<file path="src/rtl/gpio_evt_pkg.sv">
package gpio_evt_pkg;
  localparam int MODE_W = 3;

  localparam logic [MODE_W-1:0] EV_FALL = 3'd0;
  localparam logic [MODE_W-1:0] EV_RISE = 3'd1;
  localparam logic [MODE_W-1:0] EV_BOTH = 3'd2;
  localparam logic [MODE_W-1:0] EV_LOW  = 3'd3;
  localparam logic [MODE_W-1:0] EV_HIGH = 3'd4;

  localparam logic [7:0] OFS_MASK_SET = 8'h20;
  localparam logic [7:0] OFS_MASK_CLR = 8'h24;
  localparam logic [7:0] OFS_MASK_RD  = 8'h28;
  localparam logic [7:0] OFS_STATUS   = 8'h2C;
endpackage

</file>
<file path="src/rtl/gpio_evt_detect.sv">
module gpio_evt_detect
  import gpio_evt_pkg::*;
#(
  parameter int NUM_LINES = 32
) (
  input  logic                        clk,
  input  logic                        rst,
  input  logic [NUM_LINES-1:0]        line_in,
  input  logic [NUM_LINES*MODE_W-1:0] line_mode,
  output logic [NUM_LINES-1:0]        hit
);
  logic [NUM_LINES-1:0] prev_q;

  // Previous level is captured during reset too, so no false edge follows it.
  always_ff @(posedge clk) begin
    prev_q <= line_in;
  end

  for (genvar i = 0; i < NUM_LINES; i++) begin : g_line
    logic [MODE_W-1:0] code;
    logic rose, fell;
    assign code = line_mode[i*MODE_W +: MODE_W];
    assign rose = line_in[i] & ~prev_q[i];
    assign fell = ~line_in[i] & prev_q[i];

    always_comb begin
      unique case (code)
        EV_FALL: hit[i] = fell;
        EV_RISE: hit[i] = rose;
        EV_BOTH: hit[i] = rose | fell;
        EV_LOW:  hit[i] = ~line_in[i];
        EV_HIGH: hit[i] = line_in[i];
        default: hit[i] = 1'b0;
      endcase
    end

    AST_RSVD_QUIET: assert property (@(posedge clk) disable iff (rst)
      (code > EV_HIGH) |-> !hit[i]);
  end
endmodule

</file>
<file path="src/rtl/gpio_evt_status.sv">
module gpio_evt_status #(
  parameter int NUM_LINES = 32
) (
  input  logic                 clk,
  input  logic                 rst,
  input  logic [NUM_LINES-1:0] hit,
  input  logic                 rd_clr,
  output logic [NUM_LINES-1:0] stat_d,
  output logic [NUM_LINES-1:0] stat_q
);
  // A read clears the old pending bits; new hits on the same edge survive.
  assign stat_d = (rd_clr ? '0 : stat_q) | hit;

  always_ff @(posedge clk) begin
    if (rst) stat_q <= '0;
    else     stat_q <= stat_d;
  end

  AST_STAT_RESET: assert property (@(posedge clk) disable iff (rst)
    $fell(rst) |-> (stat_q == '0));

  AST_HIT_KEPT: assert property (@(posedge clk) disable iff (rst)
    (|hit) |=> ((stat_q & $past(hit)) == $past(hit)));

  AST_READ_CLEARS: assert property (@(posedge clk) disable iff (rst)
    rd_clr |=> ((stat_q & ~$past(hit)) == '0));
endmodule

</file>
<file path="src/rtl/gpio_evt_mask.sv">
module gpio_evt_mask #(
  parameter int NUM_LINES = 32
) (
  input  logic                 clk,
  input  logic                 rst,
  input  logic                 set_wr,
  input  logic                 clr_wr,
  input  logic [NUM_LINES-1:0] wdata,
  output logic [NUM_LINES-1:0] mask_d,
  output logic [NUM_LINES-1:0] mask_q
);
  always_comb begin
    mask_d = mask_q;
    if (set_wr) mask_d = mask_d | wdata;
    if (clr_wr) mask_d = mask_d & ~wdata;
  end

  always_ff @(posedge clk) begin
    if (rst) mask_q <= '0;
    else     mask_q <= mask_d;
  end

  AST_MASK_RESET: assert property (@(posedge clk) disable iff (rst)
    $fell(rst) |-> (mask_q == '0));

  AST_MASK_SET: assert property (@(posedge clk) disable iff (rst)
    (set_wr && !clr_wr) |=> ((mask_q & $past(wdata)) == $past(wdata)));

  AST_MASK_CLR: assert property (@(posedge clk) disable iff (rst)
    (clr_wr && !set_wr) |=> ((mask_q & $past(wdata)) == '0));
endmodule

</file>
<file path="src/rtl/gpio_evt_irq.sv">
module gpio_evt_irq
  import gpio_evt_pkg::*;
#(
  parameter int NUM_LINES = 32,
  parameter int ADDR_W    = 8
) (
  input  logic                        clk,
  input  logic                        rst,
  input  logic                        bus_wr,
  input  logic                        bus_rd,
  input  logic [ADDR_W-1:0]           bus_addr,
  input  logic [NUM_LINES-1:0]        bus_wdata,
  output logic [NUM_LINES-1:0]        bus_rdata,
  input  logic [NUM_LINES-1:0]        line_in,
  input  logic [NUM_LINES*MODE_W-1:0] line_mode,
  output logic                        irq_out
);
  logic [NUM_LINES-1:0] hit, stat_d, stat_q, mask_d, mask_q;
  logic sel_set, sel_clr, sel_mask, sel_stat;

  assign sel_set  = bus_addr == ADDR_W'(OFS_MASK_SET);
  assign sel_clr  = bus_addr == ADDR_W'(OFS_MASK_CLR);
  assign sel_mask = bus_addr == ADDR_W'(OFS_MASK_RD);
  assign sel_stat = bus_addr == ADDR_W'(OFS_STATUS);

  gpio_evt_detect #(.NUM_LINES(NUM_LINES)) u_detect (
    .clk(clk), .rst(rst), .line_in(line_in), .line_mode(line_mode), .hit(hit)
  );

  gpio_evt_status #(.NUM_LINES(NUM_LINES)) u_status (
    .clk(clk), .rst(rst), .hit(hit), .rd_clr(bus_rd && sel_stat),
    .stat_d(stat_d), .stat_q(stat_q)
  );

  gpio_evt_mask #(.NUM_LINES(NUM_LINES)) u_mask (
    .clk(clk), .rst(rst), .set_wr(bus_wr && sel_set), .clr_wr(bus_wr && sel_clr),
    .wdata(bus_wdata), .mask_d(mask_d), .mask_q(mask_q)
  );

  always_ff @(posedge clk) begin
    if (rst) begin
      bus_rdata <= '0;
      irq_out   <= 1'b0;
    end else begin
      irq_out <= |(stat_d & mask_d);
      if (bus_rd) begin
        if (sel_stat)      bus_rdata <= stat_q;
        else if (sel_mask) bus_rdata <= mask_q;
        else               bus_rdata <= '0;
      end
    end
  end

  AST_IRQ_TRACKS: assert property (@(posedge clk) disable iff (rst)
    irq_out == |(stat_q & mask_q));

  AST_IRQ_RESET: assert property (@(posedge clk) disable iff (rst)
    $fell(rst) |-> !irq_out);
endmodule

</file>
<file path="config.mk">
export PLATFORM = sky130hd
export DESIGN_NAME = gpio_evt_irq
export DESIGN_NICKNAME = d
export VERILOG_FILES = /design/src/rtl/gpio_evt_pkg.sv /design/src/rtl/gpio_evt_detect.sv /design/src/rtl/gpio_evt_status.sv /design/src/rtl/gpio_evt_mask.sv /design/src/rtl/gpio_evt_irq.sv
export SDC_FILE = /design/constraint.sdc
export NUM_CORES = 1
export LEC_CHECK = 0
export CORE_MARGIN = 2
export CORE_UTILIZATION = 35
export DETAILED_ROUTE_END_ITERATION = 10
export GPL_TIMING_DRIVEN = 1
export HOLD_SLACK_MARGIN = 0.08
export PLACE_DENSITY_LB_ADDON = 0.1
export RECOVER_POWER = 50
export SLEW_MARGIN = 5
export SYNTH_ARGS = -nofsm -noshare
export SYNTH_HDL_FRONTEND = slang
export SYNTH_SLANG_ARGS = --single-unit
</file>
<file path="constraint.sdc">
create_clock -name clk -period 3.6 [get_ports clk]
set_input_delay 1.08 -clock clk [delete_from_list [all_inputs] [get_ports clk]]
set_output_delay 1.08 -clock clk [all_outputs]
set_load 0.1 [all_outputs]
</file>
After elaboration in Yosys (flattened, before gate mapping):

Index checks and enable logic that the tools add are counted.

* register bits: 129
* input bits: 172
* output and inout bits: 33

* equal/unequal tests: 132
* muxes and demuxes: 37
* bitwise operators: 165
* reduce and logical (&&, ||, !) cells: 36

Operators by type and width (count)
* $eq 3x2->1 const B: 64
* $mux 32: 5
* $pmux 1 s5: 32
* $eq 3x1->1 const B: 32
* $eq 3x3->1 const B: 32
* $logic_not 3->1: 32
* $and 1x1->1: 64
* $and 32x32->32: 2
* $not 1->1: 64
* $or 32x32->32: 2
* $eq 8x6->1 const B: 4
* $not 32->32: 1
* $or 1x1->1: 32
* $reduce_or 32->1: 1
* $logic_and 1x1->1: 3

Longest topological paths before layout:

Gate-level depths: netlist (run 1).

* word-level depth: 7
* gate-level depth with buffers: 8
* mapped depth without buffers: 8

Modules after synthesis:

A second synthesis (run 1) with hierarchy kept.

* cells, all modules: 841
* area, all modules: 8270.4 um^2

Modules (own cells, without submodules)
* gpio_evt_detect: instances 1, cells each 320, area each 3120.5 um^2, seq. area each 640.6 um^2
* gpio_evt_irq: instances 1, cells each 214, area each 1960.6 um^2, seq. area each 660.6 um^2
* gpio_evt_status: instances 1, cells each 166, area each 1630.3 um^2, seq. area each 640.6 um^2
* gpio_evt_mask: instances 1, cells each 141, area each 1559.0 um^2, seq. area each 640.6 um^2

Least setup slack after synthesis (run 1):

No wires, ideal clock.

* path kind: input port to flip-flop
* start: in bus_addr[1]
* end: reg irq_out
* setup time: 147 ps
* arrival time: 2758 ps
* slack: 694 ps
* stages: 6
* path through: nor4_4 > nand3_2 > a2111oi_0 > o2111ai_1 > a2111oi_0 > a41oi_1

* word-level cells in the longest chain between the ends: 7
* elaborated cells on any way between the ends: 13
* classes of those cells: 3 x eq/ne; 3 x mux; 3 x bitwise; 4 x reduce/logical

RTL lines
* start, declared: line gpio_evt_irq.sv:11 `input logic [ADDR_W-1:0] bus_addr,`
* $eq 8x6->1: line gpio_evt_irq.sv:21 `assign sel_set = bus_addr == ADDR_W'(OFS_MASK_SET);`
* $logic_and 1x1->1: line gpio_evt_irq.sv:36 `.clk(clk), .rst(rst), .set_wr(bus_wr && sel_set), .clr_wr(bus_wr && sel_clr),`
* $mux 32: line gpio_evt_mask.sv:14 `if (set_wr) mask_d = mask_d | wdata;`
* $and 32x32->32: line gpio_evt_mask.sv:15 `if (clr_wr) mask_d = mask_d & ~wdata;`
* $mux 32: line gpio_evt_mask.sv:15
* $and 32x32->32 *: line gpio_evt_irq.sv:45 `irq_out <= |(stat_d & mask_d);`
* $reduce_or 32->1 *: line gpio_evt_irq.sv:45
* end signal, assigned: line gpio_evt_irq.sv:45
* end, declared: line gpio_evt_irq.sv:16 `output logic irq_out`

Every way passes the cells marked *; elsewhere a longest branch is shown, timed or not.
A chain may end at the register's enable or synchronous reset.

Worst setup path in the final report (run 1):

* start: in line_in[26]
* end: reg irq_out

* word-level cells in the longest chain between the ends: 7
* elaborated cells on any way between the ends: 8
* classes of those cells: 1 x mux; 6 x bitwise; 1 x reduce/logical

RTL lines
* start, declared: line gpio_evt_irq.sv:14 `input logic [NUM_LINES-1:0] line_in,`
* $not 1->1: line gpio_evt_detect.sv:24, gpio_evt_detect.sv:31
* $and 1x1->1: line gpio_evt_detect.sv:24 `assign fell = ~line_in[i] & prev_q[i];`
* $or 1x1->1: line gpio_evt_detect.sv:30 `EV_BOTH: hit[i] = rose | fell;`
* $pmux 1 s5 *: line gpio_evt_detect.sv:27 `unique case (code)`
* $or 32x32->32 *: line gpio_evt_status.sv:12 `assign stat_d = (rd_clr ? '0 : stat_q) | hit;`
* $and 32x32->32 *: line gpio_evt_irq.sv:45
* $reduce_or 32->1 *: line gpio_evt_irq.sv:45

Marks and branches as above.

==> out/results.ini, run 1 <==
[clocking]
clk_pin_slew_ns=0.05
clkLatencyLatePin_ns=0.42
clk_path_buf_depth=2
cts_setup_buffers=0
cts_hold_buf=0
cts_tree=done
numCtsBuffers=17
cts.sinks=129
root_buffer=clkbuf_16
htree_levels=4

[power_and_ir_drop]
switchingPower_uw=887
p_seq_share_pct=40.3
powerDensity_nw_per_um2=371
power_uw=3750
pwr-share-clk_pct=44.1
vdd_ir_drop_max_v=0.000330
combPwrFrac_pct=15.5
p_int_uw=2870
power.leakage_uw=0.00444
swShare_pct=23.6

[floorplan]
dieHeight_um=145
die_area_um2=21100
num_rows=51
die_w_um=145
pin_count=205
start_util_pct=35.8
core-area_um2=19500

[critical_path]
cp-endpoint=irq_out
cp_top_family=compound AO/OA/AOI/OAI gates
cp-end-kind=flop
critPathSlowestCell=dlygate4sd3_1
rr_startpoint=u_detect.prev_q[26]
critical_path_required_ns=3.85
cp.buffers_inverters=3
slowest_delay_ns=0.59
path_max_fanout=4
crit_type=input pin to flop
r2r-end=irq_out
startpoint=line_in[26]
worstPathArrival_ns=3.73
reg2regPathDepth=9
reg2reg_slack_ns=1.09
cp.depth=10
start_kind=input pin
crit_chain=dlygate4sd3_1 > inv_1 > ha_1 > mux2_2 > a22o_1 > o32ai_1 > o2111ai_1 > a2111oi_1 > buf_4 > a41oi_1

[global_routing]
grt_max_degree=74
grt_first_pass_wirelength_um=32800
antenna_found_initial=0
grt_pass1_vias=6339
grtUsageTotal_pct=19.3
overflow=0

[placed_design]
gp_congestion=0.767
port_buffers=204
dpl.hpwl_um=15200

[synth]
synth-seq-cells=129
netlist_area_um2=6990
synth.avg_cell_area_um2=9.35
synth_nets=983
yosysTopAreaCellShare_pct=37.0
synthDistinctLibCells=42
synthTopCellsByArea=dfxtp_1 37%, ha_1 11%, mux2i_1 6.3%, inv_1 6.0%, a222oi_1 4.6%
ys_warn_count=0
synth_top_area_cell=dfxtp_1
synthCells=747
synth-seq-area-share_pct=37.0

[final_layout]
layout-drive-gt1-share_pct=12.4
area_growth_pct=44.9
finalNetCount=1239
num_antenna_cells=0

[timing]
tightest_slew_ns=1.24
tns_ns=0
finalSetupViolations=0
hold_viol=0
rsz0062_at_grt=no
fin_crit_sh_pct=96.7
final.setup_skew_ns=0.00807
relSlewSlack_pct=17.6
fmax_ghz=0.287
slew_viol_final=0
period_needed_ns=3.48

[detailed_routing]
drtAntennaViolNets=0
wl_per_cell_um=15.8
finalWirelength_um=20200
route.vias.total=6500
drtIter0Drc=426
drtPass1Iterations=5
vias_per_cell=5.08
drc=0

[min_path]
min_path_type=flop to flop

[flow_run]
cap_violations=0

[status]
status=finished clean

state kept, by name, summed over array words and instances, names as in the netlist:
register,cells
u_detect.prev_q,32
bus_rdata,32
irq_out,1
u_status.stat_q,32
u_mask.mask_q,32
worst reg2reg max path: stages, from the launching register on:
cell	delay [ns]
dfxtp_1	0.34
inv_1	0.05
ha_1	0.16
mux2_2	0.26
a22o_1	0.22
o32ai_1	0.28
o2111ai_1	0.26
a2111oi_1	0.50
buf_4	0.18
a41oi_1	0.10
metrics by stage:
| step | area (um2) | setup WS (ns) | instances | hold WS (ns) | util (%) |
|---|---|---|---|---|---|
| floorplan | 6990 | 0.694 | 747 | 0.467 | - |
| global placement | 9700 | -0.296 | 1249 | 0.481 | 49.7 |
| CTS | 10300 | 0.125 | 1279 | 0.503 | 52.5 |
| finish | 10100 | 0.117 | 1279 | 0.498 | 51.9 |
| global route | 10100 | 0.0271 | 1279 | 0.521 | 51.9 |
| detailed placement | 9700 | -0.307 | 1249 | 0.486 | 49.7 |
how the worst min path moves through the flow:
stage	start	end	slack (ns)	cells after the start
2_1_floorplan	u_mask.mask_q[0]	bus_rdata[0]	0.47	2
3_3_place_gp	u_mask.mask_q[9]	bus_rdata[9]	0.48	2
3_5_place_dp	u_mask.mask_q[11]	bus_rdata[11]	0.49	2
4_1_cts	u_mask.mask_q[11]	bus_rdata[11]	0.50	2
5_1_grt	u_mask.mask_q[11]	bus_rdata[11]	0.52	2
6_report	u_mask.mask_q[11]	bus_rdata[11]	0.50	2
logic make-up (layout without fill, tap and decap cells):
| logic type | Yosys count | after routing | share of synthesized area (%) |
|---|---|---|---|
| AND/OR/NAND/NOR | 196 | 196 | 15.1 |
| buffers and inverters | 150 | 417 | 8.13 |
| AO/OA/AOI/OAI | 140 | 140 | 16.6 |
| flip-flops | 129 | 129 | 37.0 |
| multiplexers | 68 | 68 | 11.8 |
| adder cells (fa/ha/maj) | 64 | 64 | 11.5 |
power by group through the flow:
stage / clock, uW / combinational, uW / sequential, uW
6_report: 1660 / 583 / 1510
5_1_grt: 1760 / 646 / 1520
4_1_cts: 1690 / 596 / 1510
3_5_place_dp: 0 / 593 / 1540
3_3_place_gp: 0 / 587 / 1540
2_1_floorplan: 0 / 242 / 1540
cell usage after synthesis:
master,count
a2111oi_0,12
nor2_1,84
nand3_1,20
mux2_2,14
nor3b_1,5
nor4b_1,13
nand4_1,3
buf_2,4
a222oi_1,32
o32ai_1,9
nor4_4,1
o31a_1,9
nor2b_1,17
o22ai_1,7
a22o_1,9
mux4_2,10
nor4bb_1,1
and3_1,2
ha_1,64
o21a_1,9
o21ai_1,2
a221oi_1,15
clkbuf_1,33
nand2_1,8
and4_1,9
o311ai_1,2
a41oi_1,1
nand3b_1,6
and4b_1,1
nor3_1,8
inv_1,112
inv_2,1
o21ai_0,7
a221o_1,1
mux2i_1,44
and2_1,6
o2111ai_1,3
a2111oi_1,2
dfxtp_1,129
a31oi_1,20
nor4_1,11
nand3_2,1
cell type report:
type	count	area, um2
fill	1887	9400
multi-input combinational	468	3860
sequential	129	2580
timing repair buffer	274	2380
clock buffer	23	468
inverter	113	424
tap	265	332
clock inverter	7	85.1
per-layer routing:
metal  wire, um  GRT usage (%)
met1       8940           23.9
met2       9670           32.4
met3       1360           6.04
met4        222           5.29
met5          0              0
layout by cell type (no fill, tap or decap), types with 17 or more instances in the layout:
| master | n |
|---|---|
| a222oi_1 | 32 |
| a31oi_1 | 20 |
| buf_4 | 67 |
| clkbuf_1 | 38 |
| clkbuf_16 | 17 |
| clkdlybuf4s50_1 | 138 |
| dfxtp_1 | 129 |
| dlygate4sd3_1 | 32 |
| ha_1 | 64 |
| inv_1 | 112 |
| mux2i_1 | 44 |
| nand3_1 | 20 |
| nor2_1 | 84 |
| nor2b_1 | 17 |
what timing repair did:
item | in CTS | in global routing
endpoints found under the setup margin | 0 | 1
endpoints found under the hold margin | 0 | 0
gates resized for setup | 0 | 2
No activity file was read; power rests on OpenSTA's default activity.
==> inputs of run 2 (changes only) <==
--- a/config.mk
+++ b/config.mk
@@ -5,7 +5,7 @@
 export SDC_FILE = /design/constraint.sdc
 export NUM_CORES = 1
 export LEC_CHECK = 0
-export CORE_MARGIN = 2
+export ABC_AREA = 1
 export CORE_UTILIZATION = 35
 export DETAILED_ROUTE_END_ITERATION = 10
 export GPL_TIMING_DRIVEN = 1
==> constraint.sdc (replaced) <==
create_clock -name clk -period 3.6 [get_ports clk]
set_input_delay 0.54 -clock clk [delete_from_list [all_inputs] [get_ports clk]]
set_output_delay 0.54 -clock clk [all_outputs]
set_load 0.1 [all_outputs]
==> run 2 against run 1 <==
Compared with the run above:
- the flow now finishes with violations (capacitance limit, slew limit)
- setup slack improved by 0.65 ns
- total power rose by 10%
- global-route usage fell by 0.55 points
- area after synthesis rose by 17%
- worst hold slack got worse by 0.014 ns
- sequential power barely moved
- routed wire length rose by 6.8%
- non-clock buffer count fell by 61
- clock skew rose by 0.0023 ns
- combinational power rose by 11%
==> out/results.ini, run 2 <==
[status]
status=finished, violations left
violations=capacitance limit, slew limit

[floorplan]
die_area_um2=23900  ; +13%
start_util_pct=35.8  ; +0.038 points
pin_count=205  ; unchanged
core-area_um2=22800  ; +17%
dieHeight_um=155  ; +6.5%
num_rows=55  ; +7.8%
die_w_um=155  ; +6.5%

[global_routing]
antenna_found_initial=0  ; unchanged
grt_first_pass_wirelength_um=35700  ; +9.0%
grt_pass1_vias=7391  ; +17%
overflow=0  ; unchanged
grt_max_degree=50  ; -32%
grtUsageTotal_pct=18.7  ; -0.55 points

[power_and_ir_drop]
powerDensity_nw_per_um2=371  ; +0.14%
p_int_uw=3110  ; +8.6%
switchingPower_uw=1030  ; +16%
vdd_ir_drop_max_v=0.000254  ; -23%
swShare_pct=24.9  ; +1.2 points
p_seq_share_pct=36.6  ; -3.7 points
pwr-share-clk_pct=47.9  ; +3.8 points
power.leakage_uw=0.00575  ; +29%
combPwrFrac_pct=15.6  ; about the same

[synth]
synthCells=1294  ; +73%
synthArstFlopShare_pct=0  ; unchanged
synthTopCellsByCount=326 x nand2_1, 286 x inv_1, 199 x nand3_1, 129 x dfxtp_1, 95 x nor2_1
synth_top_area_cell=dfxtp_1
synthFlopType=dfxtp_1
yosysTopAreaCellShare_pct=31.6  ; -5.3 points
synth-seq-area-share_pct=31.6  ; -5.3 points
synth_most_common_cell=nand2_1
synth-edff-count=0  ; unchanged
netlist_area_um2=8160  ; +17%
synth_nets=1530  ; +56%
synth-seq-cells=129  ; unchanged
ys_warn_count=0  ; unchanged
synthDistinctLibCells=24  ; -43%
synthTopCellsByArea=dfxtp_1 32%, nand2_1 15%, inv_1 13%, nand3_1 12%, ha_1 9.8%
synth.avg_cell_area_um2=6.31  ; -33%

[placed_design]
port_buffers=204  ; unchanged
dpl.hpwl_um=15700  ; +3.3%
dp_worst_setup_slack_ns=0.674  ; +0.981 ns
gp_congestion=0.788  ; +2.7%

[clocking]
htree_levels=4  ; unchanged
root_buffer=clkbuf_16
clk_path_buf_depth=2  ; unchanged
clkLatencyLatePin_ns=0.42  ; about the same
cts.sinks=129  ; unchanged
clk_pin_slew_ns=0.06  ; about the same
numCtsBuffers=17  ; unchanged
cts_setup_buffers=0  ; unchanged
cts_tree=done
cts_hold_buf=0  ; unchanged
cts_resized=0  ; unchanged

[critical_path]
path_max_fanout=32  ; +28
cp-end-kind=flop
worstPathArrival_ns=3.14  ; -0.59 ns
crit_type=input pin to flop
reg2regPathDepth=13  ; +4
start_kind=input pin
critical_path_required_ns=3.91  ; +0.06 ns

[detailed_routing]
drtIter0Drc=500  ; +17%
finalWirelength_um=21600  ; +6.8%
drtAntennaViolNets=0  ; unchanged
vias_per_cell=4.47  ; -12%
route.vias.total=8102  ; +25%
drtPass1Iterations=5  ; unchanged
wl_per_cell_um=11.9  ; -25%
drc=0  ; unchanged

[min_path]
min_path_type=flop to flop
hold-path-cell-count=2  ; unchanged

[timing]
fin_crit_sh_pct=78.6  ; -18 points
finalSetupViolations=0  ; unchanged
relSlewSlack_pct=-21.2  ; -39 points
final.setup_skew_ns=0.0104  ; +0.00233 ns
fin_ws_ns=0.769  ; +0.652 ns
period_needed_ns=2.83  ; -0.652 ns
tightest_slew_ns=1.82  ; +0.576 ns
tns_ns=0  ; unchanged
fmax_ghz=0.353  ; +23%
slew_viol_final=33  ; +33
hold_viol=0  ; unchanged
rsz0062_at_grt=no

[final_layout]
layout-drive-gt1-share_pct=4.73  ; -7.7 points
area_growth_pct=36.8
layout_commonest_cell=nand2_1
finalNetCount=1723  ; +39%
layout_common_cells=332 x nand2_1, 284 x inv_1, 199 x nand3_1
num_antenna_cells=0  ; unchanged
fillers=2350  ; +25%

[flow_run]
cap_violations=1  ; +1

## run 2: critical path: stages
cell and delay (ns):
dlygate4sd3_1 0.54, inv_1 0.04, nand2_1 0.09, nor2_4 0.08, nand4_1 0.09, clkbuf_1 1.32, nor3_1 0.14, o21ai_0 0.23
inv_1 0.05
## run 2: power by group through the flow
stage / combinational (uW) / sequential, uW / clock, uW
final: 645 / 1520 / 1980
after global routing: 733 / 1520 / 2110
after CTS: 660 / 1520 / 2030
after detailed placement: 657 / 1550 / 0
after global placement: 653 / 1550 / 0
after floorplan: 306 / 1570 / 0
## run 2: area by class of cell
class                   instances  area, um2  area share, %
flip-flops and latches        129       2580           23.1
well taps                     313        392           3.51
clock inverters                 9        175           1.57
multi-input cells             839       4310           38.6
repair buffers                213       2130           19.0
clock buffers                  23        498           4.46
inverters                     287       1080           9.65
## run 2: path summary, 6_finish.rpt
check,end,from,slack [ns]
max,bus_rdata[17],bus_addr[7],0.77
min,bus_rdata[5],bus_rdata[5],0.48
max reg2reg,irq_out,u_detect.prev_q[2],1.67
min reg2reg,bus_rdata[5],bus_rdata[5],0.48
## run 2: cells by family after synthesis
logic type      Yosys count  synth area share [%]
flops                   129                  31.6
simple gates            694                  37.4
buf+inv                 326                  15.4
fa+ha+maj                64                  9.81
compound gates           81                  5.70
## run 2: metal layers
layer | track usage [%] | share of wire [%]
met1 | 24.5 | 49
met2 | 30.3 | 45
met4 | 6.03 | 1.4
met5 | 0 | 0
met3 | 4.51 | 5.0
## run 2: metrics by stage
step	instances	total power, uW	instance area (um2)	hold slack (ns)	utilization (%)
6_report	1813	4140	11200	0.483	49.0
5_1_grt	1813	4360	11200	0.508	49.0
4_1_cts	1813	4210	11200	0.489	49.1
3_5_place_dp	1781	2200	10500	0.466	46.2
3_3_place_gp	1781	2200	10500	0.463	46.2
2_1_floorplan	1294	1880	8160	0.471	-
